--- src/rtl/lsu_pkg.sv ---
// Package: shared widths and instruction field positions for the load/store unit.
// Assumes a 24-bit instruction with a 6-bit opcode in the top bits.
package lsu_pkg;
    localparam int INSTR_W   = 24;
    localparam int RIDX_W    = 4;
    localparam int OPC_W     = 6;
    localparam int IMM_BASE_W = 10;
    localparam int IMM_IDX_W  = 6;
    // Field positions (least significant bit of each field)
    localparam int OPC_LSB   = INSTR_W - OPC_W;        // 18
    localparam int A_LSB     = OPC_LSB - RIDX_W;       // 14
    localparam int D_LSB     = A_LSB - RIDX_W;         // 10
    localparam int B_LSB     = D_LSB - RIDX_W;         // 6
    // Opcode flag bits, relative to the opcode field
    localparam int OPB_INDEXED = 0;
    localparam int OPB_STORE   = 1;
    localparam int OPB_DOUBLE  = 2;
    localparam logic [2:0] OPC_CLASS_MEM = 3'b100;
endpackage

--- src/rtl/lsu_decode.sv ---
// Module: lsu_decode
// Splits an instruction into its memory-class flags and register selects.
// Assumes the opcode layout in lsu_pkg; pure combinational logic.
module lsu_decode
    import lsu_pkg::*;
(
    input  logic [INSTR_W-1:0] instr,
    output logic               legal,
    output logic               is_store,
    output logic               is_dword,
    output logic               is_indexed,
    output logic [RIDX_W-1:0]  a_idx,
    output logic [RIDX_W-1:0]  b_idx,
    output logic [RIDX_W-1:0]  d_idx,
    output logic [IMM_BASE_W-1:0] imm_base,
    output logic [IMM_IDX_W-1:0]  imm_idx
);
    logic [OPC_W-1:0] opc;

    // Field extraction and flag decode
    always_comb begin
        opc        = instr[OPC_LSB +: OPC_W];
        legal      = (opc[OPC_W-1 -: 3] == OPC_CLASS_MEM);
        is_store   = opc[OPB_STORE];
        is_dword   = opc[OPB_DOUBLE];
        is_indexed = opc[OPB_INDEXED];
        a_idx      = instr[A_LSB +: RIDX_W];
        b_idx      = instr[B_LSB +: RIDX_W];
        d_idx      = is_dword ? {instr[D_LSB+1 +: RIDX_W-1], 1'b0}
                              : instr[D_LSB +: RIDX_W];
        imm_base   = instr[IMM_BASE_W-1:0];
        imm_idx    = instr[IMM_IDX_W-1:0];
    end
endmodule

--- src/rtl/lsu_agen.sv ---
// Module: lsu_agen
// Forms the effective word address from base, optional index and a
// sign-extended immediate whose width depends on the mode.
// Assumes addresses wrap modulo 2^W.
module lsu_agen
    import lsu_pkg::*;
#(
    parameter int W = 24
) (
    input  logic                  is_indexed,
    input  logic [W-1:0]          base_val,
    input  logic [W-1:0]          index_val,
    input  logic [IMM_BASE_W-1:0] imm_base,
    input  logic [IMM_IDX_W-1:0]  imm_idx,
    output logic [W-1:0]          ea
);
    logic [W-1:0] off;

    // Pick and sign-extend the offset, then sum
    always_comb begin
        if (is_indexed)
            off = index_val + {{(W-IMM_IDX_W){imm_idx[IMM_IDX_W-1]}}, imm_idx};
        else
            off = {{(W-IMM_BASE_W){imm_base[IMM_BASE_W-1]}}, imm_base};
        ea = base_val + off;
    end
endmodule

--- src/rtl/lsu_seq.sv ---
// Module: lsu_seq
// Sequences one- and two-cycle memory accesses and the load write-back.
// Assumes a memory that returns read data one cycle after the request and
// a d_idx already forced even for doubleword operations.
module lsu_seq
    import lsu_pkg::*;
#(
    parameter int W = 24
) (
    input  logic              clk,
    input  logic              rst_n,
    input  logic              issue,
    input  logic              legal,
    input  logic              is_store,
    input  logic              is_dword,
    input  logic [RIDX_W-1:0] d_idx,
    input  logic [W-1:0]      ea,
    input  logic [W-1:0]      d_lo_val,
    input  logic [W-1:0]      d_hi_val,
    input  logic [W-1:0]      mem_rdata,
    output logic              mem_req,
    output logic              mem_we,
    output logic [W-1:0]      mem_addr,
    output logic [W-1:0]      mem_wdata,
    output logic              busy,
    output logic              done,
    output logic              wb_en,
    output logic [RIDX_W-1:0] wb_idx,
    output logic [1:0]        wb_mask,
    output logic [W-1:0]      wb_lo,
    output logic [W-1:0]      wb_hi
);
    typedef enum logic {ST_IDLE, ST_HI} state_t;

    state_t            state;
    logic              accept;
    logic              fin_q;
    logic              st_q;
    logic              dword_q;
    logic [RIDX_W-1:0] d_q;
    logic [W-1:0]      addr_hi_q;
    logic [W-1:0]      hi_q;
    logic [W-1:0]      lo_q;

    assign accept = issue && legal && (state == ST_IDLE);

    // Memory port: issue-cycle request or the latched upper-word request
    always_comb begin
        mem_req   = (state == ST_HI) || accept;
        mem_we    = (state == ST_HI) ? st_q      : is_store;
        mem_addr  = (state == ST_HI) ? addr_hi_q : ea;
        mem_wdata = (state == ST_HI) ? hi_q      : d_lo_val;
        busy      = (state == ST_HI);
    end

    // State, operation capture and low-word capture
    always_ff @(posedge clk) begin
        if (!rst_n) begin
            state     <= ST_IDLE;
            fin_q     <= 1'b0;
            st_q      <= 1'b0;
            dword_q   <= 1'b0;
            d_q       <= '0;
            addr_hi_q <= '0;
            hi_q      <= '0;
            lo_q      <= '0;
        end else begin
            case (state)
                ST_IDLE: begin
                    fin_q <= accept && !is_dword;
                    if (accept) begin
                        st_q    <= is_store;
                        dword_q <= is_dword;
                        d_q     <= d_idx;
                        if (is_dword) begin
                            state     <= ST_HI;
                            addr_hi_q <= ea + W'(1);
                            hi_q      <= d_hi_val;
                        end
                    end
                end
                default: begin
                    state <= ST_IDLE;
                    lo_q  <= mem_rdata;
                    fin_q <= 1'b1;
                end
            endcase
        end
    end

    // Completion and write-back lanes, with register 0 masked off
    always_comb begin
        done    = fin_q;
        wb_idx  = d_q;
        wb_mask = {dword_q, (d_q != '0)};
        wb_en   = fin_q && !st_q && (wb_mask != 2'b00);
        wb_lo   = dword_q ? lo_q : mem_rdata;
        wb_hi   = mem_rdata;
    end

    assert_busy_one_cycle_R6: assert property (@(posedge clk) disable iff (!rst_n)
        busy |=> !busy);
    assert_second_addr_R6: assert property (@(posedge clk) disable iff (!rst_n)
        busy |-> (mem_req && mem_addr == $past(mem_addr) + W'(1)));
    assert_done_after_hi_R6: assert property (@(posedge clk) disable iff (!rst_n)
        busy |=> done);
    assert_wb_with_done_R5: assert property (@(posedge clk) disable iff (!rst_n)
        wb_en |-> done);
    assert_no_x0_write_R9: assert property (@(posedge clk) disable iff (!rst_n)
        (wb_en && wb_idx == '0) |-> !wb_mask[0]);
    assert_quiet_after_reset_R11: assert property (@(posedge clk)
        !rst_n |=> (!busy && !done && !wb_en));
endmodule

--- src/rtl/lsu_top.sv ---
// Module: lsu_top
// Load/store unit: decodes memory-class instructions, generates the address
// and drives a word-wide synchronous memory port plus a pair write-back port.
// Assumes an external register file answering the select outputs combinationally.
module lsu_top
    import lsu_pkg::*;
#(
    parameter int W = 24
) (
    input  logic               clk,
    input  logic               rst_n,
    input  logic               issue,
    input  logic [INSTR_W-1:0] instr,
    output logic [RIDX_W-1:0]  rs_a_sel,
    output logic [RIDX_W-1:0]  rs_b_sel,
    output logic [RIDX_W-1:0]  rs_d_sel,
    input  logic [W-1:0]       rs_a_val,
    input  logic [W-1:0]       rs_b_val,
    input  logic [W-1:0]       rs_d_lo_val,
    input  logic [W-1:0]       rs_d_hi_val,
    output logic               mem_req,
    output logic               mem_we,
    output logic [W-1:0]       mem_addr,
    output logic [W-1:0]       mem_wdata,
    input  logic [W-1:0]       mem_rdata,
    output logic               busy,
    output logic               done,
    output logic               wb_en,
    output logic [RIDX_W-1:0]  wb_idx,
    output logic [1:0]         wb_mask,
    output logic [W-1:0]       wb_lo,
    output logic [W-1:0]       wb_hi
);
    logic                  legal, is_store, is_dword, is_indexed;
    logic [IMM_BASE_W-1:0] imm_base;
    logic [IMM_IDX_W-1:0]  imm_idx;
    logic [W-1:0]          ea;

    lsu_decode u_decode (
        .instr      (instr),
        .legal      (legal),
        .is_store   (is_store),
        .is_dword   (is_dword),
        .is_indexed (is_indexed),
        .a_idx      (rs_a_sel),
        .b_idx      (rs_b_sel),
        .d_idx      (rs_d_sel),
        .imm_base   (imm_base),
        .imm_idx    (imm_idx)
    );

    lsu_agen #(.W(W)) u_agen (
        .is_indexed (is_indexed),
        .base_val   (rs_a_val),
        .index_val  (rs_b_val),
        .imm_base   (imm_base),
        .imm_idx    (imm_idx),
        .ea         (ea)
    );

    lsu_seq #(.W(W)) u_seq (
        .clk       (clk),
        .rst_n     (rst_n),
        .issue     (issue),
        .legal     (legal),
        .is_store  (is_store),
        .is_dword  (is_dword),
        .d_idx     (rs_d_sel),
        .ea        (ea),
        .d_lo_val  (rs_d_lo_val),
        .d_hi_val  (rs_d_hi_val),
        .mem_rdata (mem_rdata),
        .mem_req   (mem_req),
        .mem_we    (mem_we),
        .mem_addr  (mem_addr),
        .mem_wdata (mem_wdata),
        .busy      (busy),
        .done      (done),
        .wb_en     (wb_en),
        .wb_idx    (wb_idx),
        .wb_mask   (wb_mask),
        .wb_lo     (wb_lo),
        .wb_hi     (wb_hi)
    );

    assert_foreign_opcode_R1: assert property (@(posedge clk) disable iff (!rst_n)
        (issue && !busy && instr[INSTR_W-1 -: 3] != OPC_CLASS_MEM) |-> !mem_req);
endmodule

--- config.mk ---
export PLATFORM = sky130hd
export DESIGN_NAME = lsu_top
export DESIGN_NICKNAME = d
export VERILOG_FILES = /design/src/rtl/lsu_pkg.sv /design/src/rtl/lsu_decode.sv /design/src/rtl/lsu_agen.sv /design/src/rtl/lsu_seq.sv /design/src/rtl/lsu_top.sv
export SDC_FILE = /design/constraint.sdc
export NUM_CORES = 1
export LEC_CHECK = 0
export ABC_AREA = 1
export BUFFER_PORTS_ARGS = -buffer_cell sky130_fd_sc_hd__buf_4
export CAP_MARGIN = 20
export CORE_MARGIN = 5
export CORE_UTILIZATION = 50
export DETAILED_ROUTE_END_ITERATION = 16
export PLACE_DENSITY = 0.9
export SYNTH_ARGS = -nofsm -noshare
export SYNTH_HDL_FRONTEND = slang
export SYNTH_SLANG_ARGS = --single-unit
export TNS_END_PERCENT = 50
--- constraint.sdc ---
create_clock -name clk -period 4.04 [get_ports clk]
set_input_delay 0.202 -clock clk [delete_from_list [all_inputs] [get_ports clk]]
set_output_delay 0.202 -clock clk [all_outputs]
set_load 0.005 [all_outputs]
## After elaboration in Yosys (flattened, before gate mapping)

Cells that the tools add are included.

- Add/subtract/negate cells: 3
- Equal/unequal tests: 1
- Muxes and demuxes: 8
- Bitwise gates (word level): 3
- Reduce and logical (&&, ||, !) cells: 13

Operators with widths:

| operator | number |
|---|---|
| $mux 24 | 4 |
| $add 24x24->24 | 2 |
| $add 24x1->24 const B | 1 |
| $logic_and 1x1->1 | 5 |
| $mux 1 | 4 |
| $reduce_bool 4->1 | 1 |
| $eq 3x3->1 const B | 1 |
| $not 1->1 | 3 |
| $reduce_and 3->1 | 1 |
| $reduce_or 3->1 | 1 |
| $logic_not 1->1 | 2 |
| $reduce_and 2->1 | 1 |
| $reduce_bool 2->1 | 1 |
| $logic_or 1x1->1 | 1 |

- Register bits after elaboration: 80
- Bits of input ports: 147
- Output and inout bits: 119

## Logic depth before layout (Yosys ltp)

- Depth after elaboration: 5
- Mapped depth: 33

## Modules after synthesis

Synthesis repeated with hierarchy kept, for this count alone.

- Cells, all modules: 1256
- Area, all modules: 7777.5 µm²

By module, submodules not included:

| module | times used | cells an instance | area an instance (µm²) | sequential area each (µm²) |
|---|---|---|---|---|
| lsu_seq | 1 | 706 | 4573.1 | 1601.5 |
| lsu_agen | 1 | 515 | 2957.8 | 0.0 |
| lsu_decode | 1 | 35 | 246.5 | 0.0 |

## Worst setup path after synthesis

Ideal clock, no wire load.

- Kind: input to register
- Start: input instr[0]
- End: register u_seq.addr_hi_q[20]
- Arrival: 3.634 ns
- Setup slack: 0.297 ns
- Stages: 28
- Cell sequence: ha_1 -> inv_1 -> fa_1 -> inv_1 -> nand3_1 -> nand2_1 -> a21oi_1 -> o21ai_0 -> a21oi_1 -> o21ai_0 -> xor2_1 -> o21ai_0 -> inv_1 -> ha_1 -> nand2_1 -> nor2_1 -> inv_2 -> nor2_2 -> nand2_1 -> nand3_2 -> xor2_2 -> nand2_1 -> nor3_2 -> nand3_1 -> nand2_1 -> nand3_1 -> nand2_1 -> inv_1

- Cells in the longest elaborated chain, start to end: 4

RTL lines:

| what | line | source |
|---|---|---|
| start: declaration | lsu_top.sv:13 | `input logic [INSTR_W-1:0] instr,` |
| $add 24x24->24 | lsu_agen.sv:22 | `off = index_val + {{(W-IMM_IDX_W){imm_idx[IMM_IDX_W-1]}}, imm_idx};` |
| $mux 24 (*) | lsu_agen.sv:21 | `if (is_indexed)` |
| $add 24x24->24 (*) | lsu_agen.sv:25 | `ea = base_val + off;` |
| $add 24x1->24 (*) | lsu_seq.sv:77 | `addr_hi_q <= ea + W'(1);` |
| end signal: assignment | lsu_seq.sv:77 |  |
| end: declaration | lsu_seq.sv:41 | `logic [W-1:0] addr_hi_q;` |

Every way passes the cells marked *; elsewhere a longest branch is shown, timed or not.
A chain may end at the register's enable or synchronous reset.

## Worst setup path after layout

- Start: input instr[5]
- End: output mem_addr[18]

- Cells in the longest elaborated chain, start to end: 4

RTL lines:

| what | line | source |
|---|---|---|
| $add 24x24->24 | lsu_agen.sv:22 |  |
| $mux 24 (*) | lsu_agen.sv:21 |  |
| $add 24x24->24 (*) | lsu_agen.sv:25 |  |
| $mux 24 (*) | lsu_seq.sv:51 | `mem_addr = (state == ST_HI) ? addr_hi_q : ea;` |
| end: declaration | lsu_top.sv:23 | `output logic [W-1:0] mem_addr,` |

Marked as above.

==> run_results.csv <==
group,metric,value,unit
grt,grt_pass1_vias,8652,
floorplanning,start_util,51.45,%
floorplanning,die_area,0.01837,mm²
worst_setup_path,r2r_slack,1490,ps
timing,hold_viol_final,0,
timing,fmax,258.5,MHz
synth,yosysUniqueCellTypes,38,
clock_network,holdBufCountCts,0,
worst_setup_path,worstPathArrival,3670,ps
detailed_routing,drtAntennaViolNets,0,
clock_network,cts_buffer_depth,2,
synth,synth_area_per_cell,5.669,µm²
synth,synth-simple-area-share,40.55,%
grt,grt_pass1_wl,40080,µm
worst_setup_path,startpoint_type,"primary input",
placed_design,dp_worst_setup_slack,-182.2,ps
finish,fin_util,68.28,%
synth,synthMuxAreaShare,0,%
detailed_routing,avgViaCountPerCell,5.117,
power,pwr_density_cell,303.7,mW/mm²
detailed_routing,drt_first_iter_violations,616,
clock_network,clock_sinks,80,
timing,whs,74.47,ps
finish,final_common_cell,"nand2_1",
synth,synth_fa_ha_area_share,8.447,%
finish,drive_above_1_share,25.25,%
timing,tightest_slew,1100,ps
run_status,status,"complete, no violations",
timing,rsz0062_at_grt,"true",
synth,synth_nets,1589,
timing,finalCritPeriodShare,95.74,%
synth,synth-async-reset-ratio,0,%
synth,synth_edf_count,0,
clock_network,cts_buffers,9,
detailed_routing,drc,0,
detailed_routing,routed_wl,25420,µm
finish,layout.nets,1822,
finish,instances_no_fill,1839,
synth,synth_cells,1390,
timing,clock_skew,7.171,ps
power,leakage,5.755,nW
grt,grt_usage,26.23,%
min_path,min_to,"u_seq.hi_q[0]",
placed_design,io_buffers,257,
placed_design,hpwlAfterDp,19850,µm
detailed_routing,wl_per_cell,13.82,µm
clock_network,cts_tree,"built",
worst_setup_path,worstSetupPathType,"primary input to output pin",
synth,synth_compound_area_share,12.72,%
worst_setup_path,worst_r2r_path_depth,7,
timing,final.setup.worst_slack,172.1,ps
clock_network,cts.reportedPaths.clkPinSlew,60,ps
worst_setup_path,required,3840,ps
detailed_routing,vias,9410,
synth,synth-xor-area-share,3.525,%
detailed_routing,firstDrtPassIters,6,
synth,yosysSeqAreaShare,20.32,%
synth,yosys_warnings,0,
power,vdd_ir_drop_max,0.3110,mV
clock_network,clk_latency,340,ps
power,total_power,0.003175,W
min_path,hold_path.class,"primary input to flip-flop",
floorplanning,ios,266,
synth,synth.cell_area,0.007880,mm²
synth,synth_top_family_by_area,"simple AND/OR/NAND/NOR gates",
worst_setup_path,reg2reg_to,"u_seq.hi_q[7]",
worst_setup_path,rr_startpoint,"u_seq.busy",
grt,overflow,0,
finish,area_growth,32.69,%
placed_design,post-place-cells,1822,
min_path,min_path_cells,3,
grt,antenna_found_initial,0,
finish,final_cell_mix,"nand2_1, buf_4, nor2_1",
floorplanning,std_cell_rows,45,
min_path,hold_start,"rs_d_hi_val[0]",
synth,ys.flop_type,"dfxtp_1",
clock_network,cts_root_buf,"clkbuf_16",
timing,finalSetupViolCount,0,
clock_network,cts_max_level,3,
timing,fin_crit,3868,ps
floorplanning,coreArea,0.01531,mm²
synth,synth-seq-cells,80,
grt,grt_start_max_net_pins,66,
floorplanning,die-width,135.5,µm
flow_run,drv_cap,0,
timing,slew_headroom,26.54,%
timing,final_max_slew_viol_count,0,
worst_setup_path,crit_fanout,20,
finish,diodes,0,
placed_design,gp_congestion,0.9120,
floorplanning,die_y,135.5,µm
worst_setup_path,worst_setup_path_end_kind,"output pin",
per-layer routing:
metal,up-vias,GRT usage [%],routed length (µm)
met5,-,0,0
met4,0,7.391,670
met3,68,4.309,1402
met2,312,47.59,12790
met1,4252,31.86,10560
li1,4778,-,-
stage by stage:
| step | instance area [µm²] | TNS [ps] |
|---|---|---|
| floorplan | 7880 | 0 |
| global placement | 9973 | -65.90 |
| detailed placement | 9973 | -672.6 |
| CTS | 10250 | 0 |
| global route | 10460 | -121.8 |
| finish | 10460 | 0 |
worst max-delay path, stage by stage:
cell     delay, ps
buf_6          160
ha_2           400
nand2_1        110
nor2_1         210
a21oi_2        100
o21ai_2        180
a21oi_2        100
buf_4          130
or2_2          260
nand3_1         80
nand2_1         70
inv_1          100
ha_4           230
a21oi_1        220
nand2_1        170
nor2_1         150
nand3_1        150
nand2_1        100
nand2_1        130
o21ai_0        250
buf_4          160
sequential cells by signal, indices dropped and copies added (netlist names):
name and count:
u_seq.done 1, u_seq.wb_idx 4, u_seq.addr_hi_q 24, u_seq.st_q 1, u_seq.hi_q 24, u_seq.busy 1
u_seq.dword_q 1, u_seq.lo_q 24
final cells by class:
class	instances	area, µm²
clock inverter	7	52.55
inverter	186	698.2
clock buffer	9	225.2
sequential	80	1603
tap	211	264.0
fill	1391	4858
multi-input combinational	1044	5343
timing repair buffer	302	2271
cells in the mapped netlist (2+ instances only):
master	number	area, µm²
nand2_1	453	1700
nor2_1	187	701.9
inv_1	169	634.4
o21ai_0	118	590.6
dfxtp_1	80	1602
nand3_1	65	325.3
a21oi_1	55	275.3
ha_1	50	625.6
clkbuf_1	39	146.4
buf_4	36	270.3
nand4_1	18	112.6
xor2_1	16	140.1
inv_2	14	52.55
xnor2_1	12	105.1
nand2_2	10	62.56
nor3_1	9	45.04
nand3_2	7	70.07
nor2_2	7	43.79
nor2_4	5	56.30
o21ai_1	4	20.02
a21o_1	3	22.52
buf_2	3	15.01
clkinv_1	3	11.26
nor4_1	3	18.77
o211ai_1	3	22.52
a31o_2	2	17.52
a31oi_1	2	12.51
buf_1	2	7.510
fa_1	2	40.04
nand3b_1	2	15.01
o21bai_1	2	15.01
o221ai_1	2	17.52
or2_2	2	12.51
timing repair:
action / 4_1_cts / 5_1_grt
pin swaps: 1 / 5
buffers inserted: 0 / 1
resized for setup: 3 / 44
endpoints found under the setup margin: 2 / 23
cells by family after synthesis:
group / Yosys count
compound gates: 192
xor+xnor: 30
fa+ha+maj: 52
buf+inv: 266
flops: 80
simple gates: 770
worst max path at each step:
stage | startpoint | slack, ps | to
6_report | instr[5] | 170 | mem_addr[18]
5_1_grt | instr[0] | -30 | mem_addr[23]
4_1_cts | instr[5] | 10 | mem_addr[23]
3_5_place_dp | instr[0] | -180 | u_seq.addr_hi_q[20]
3_3_place_gp | instr[5] | -60 | u_seq.addr_hi_q[23]
2_1_floorplan | instr[0] | 300 | u_seq.addr_hi_q[20]
report_power, final:
part           leakage [nW]  total [W]  switching [W]  internal [W]
sequential            0.648   0.000814     0.00000991      0.000804
clock                 0.142   0.000770       0.000348      0.000422
combinational          4.97    0.00159       0.000911      0.000680
total                  5.75    0.00318        0.00127       0.00191
(Power assumes the default switching activity.)
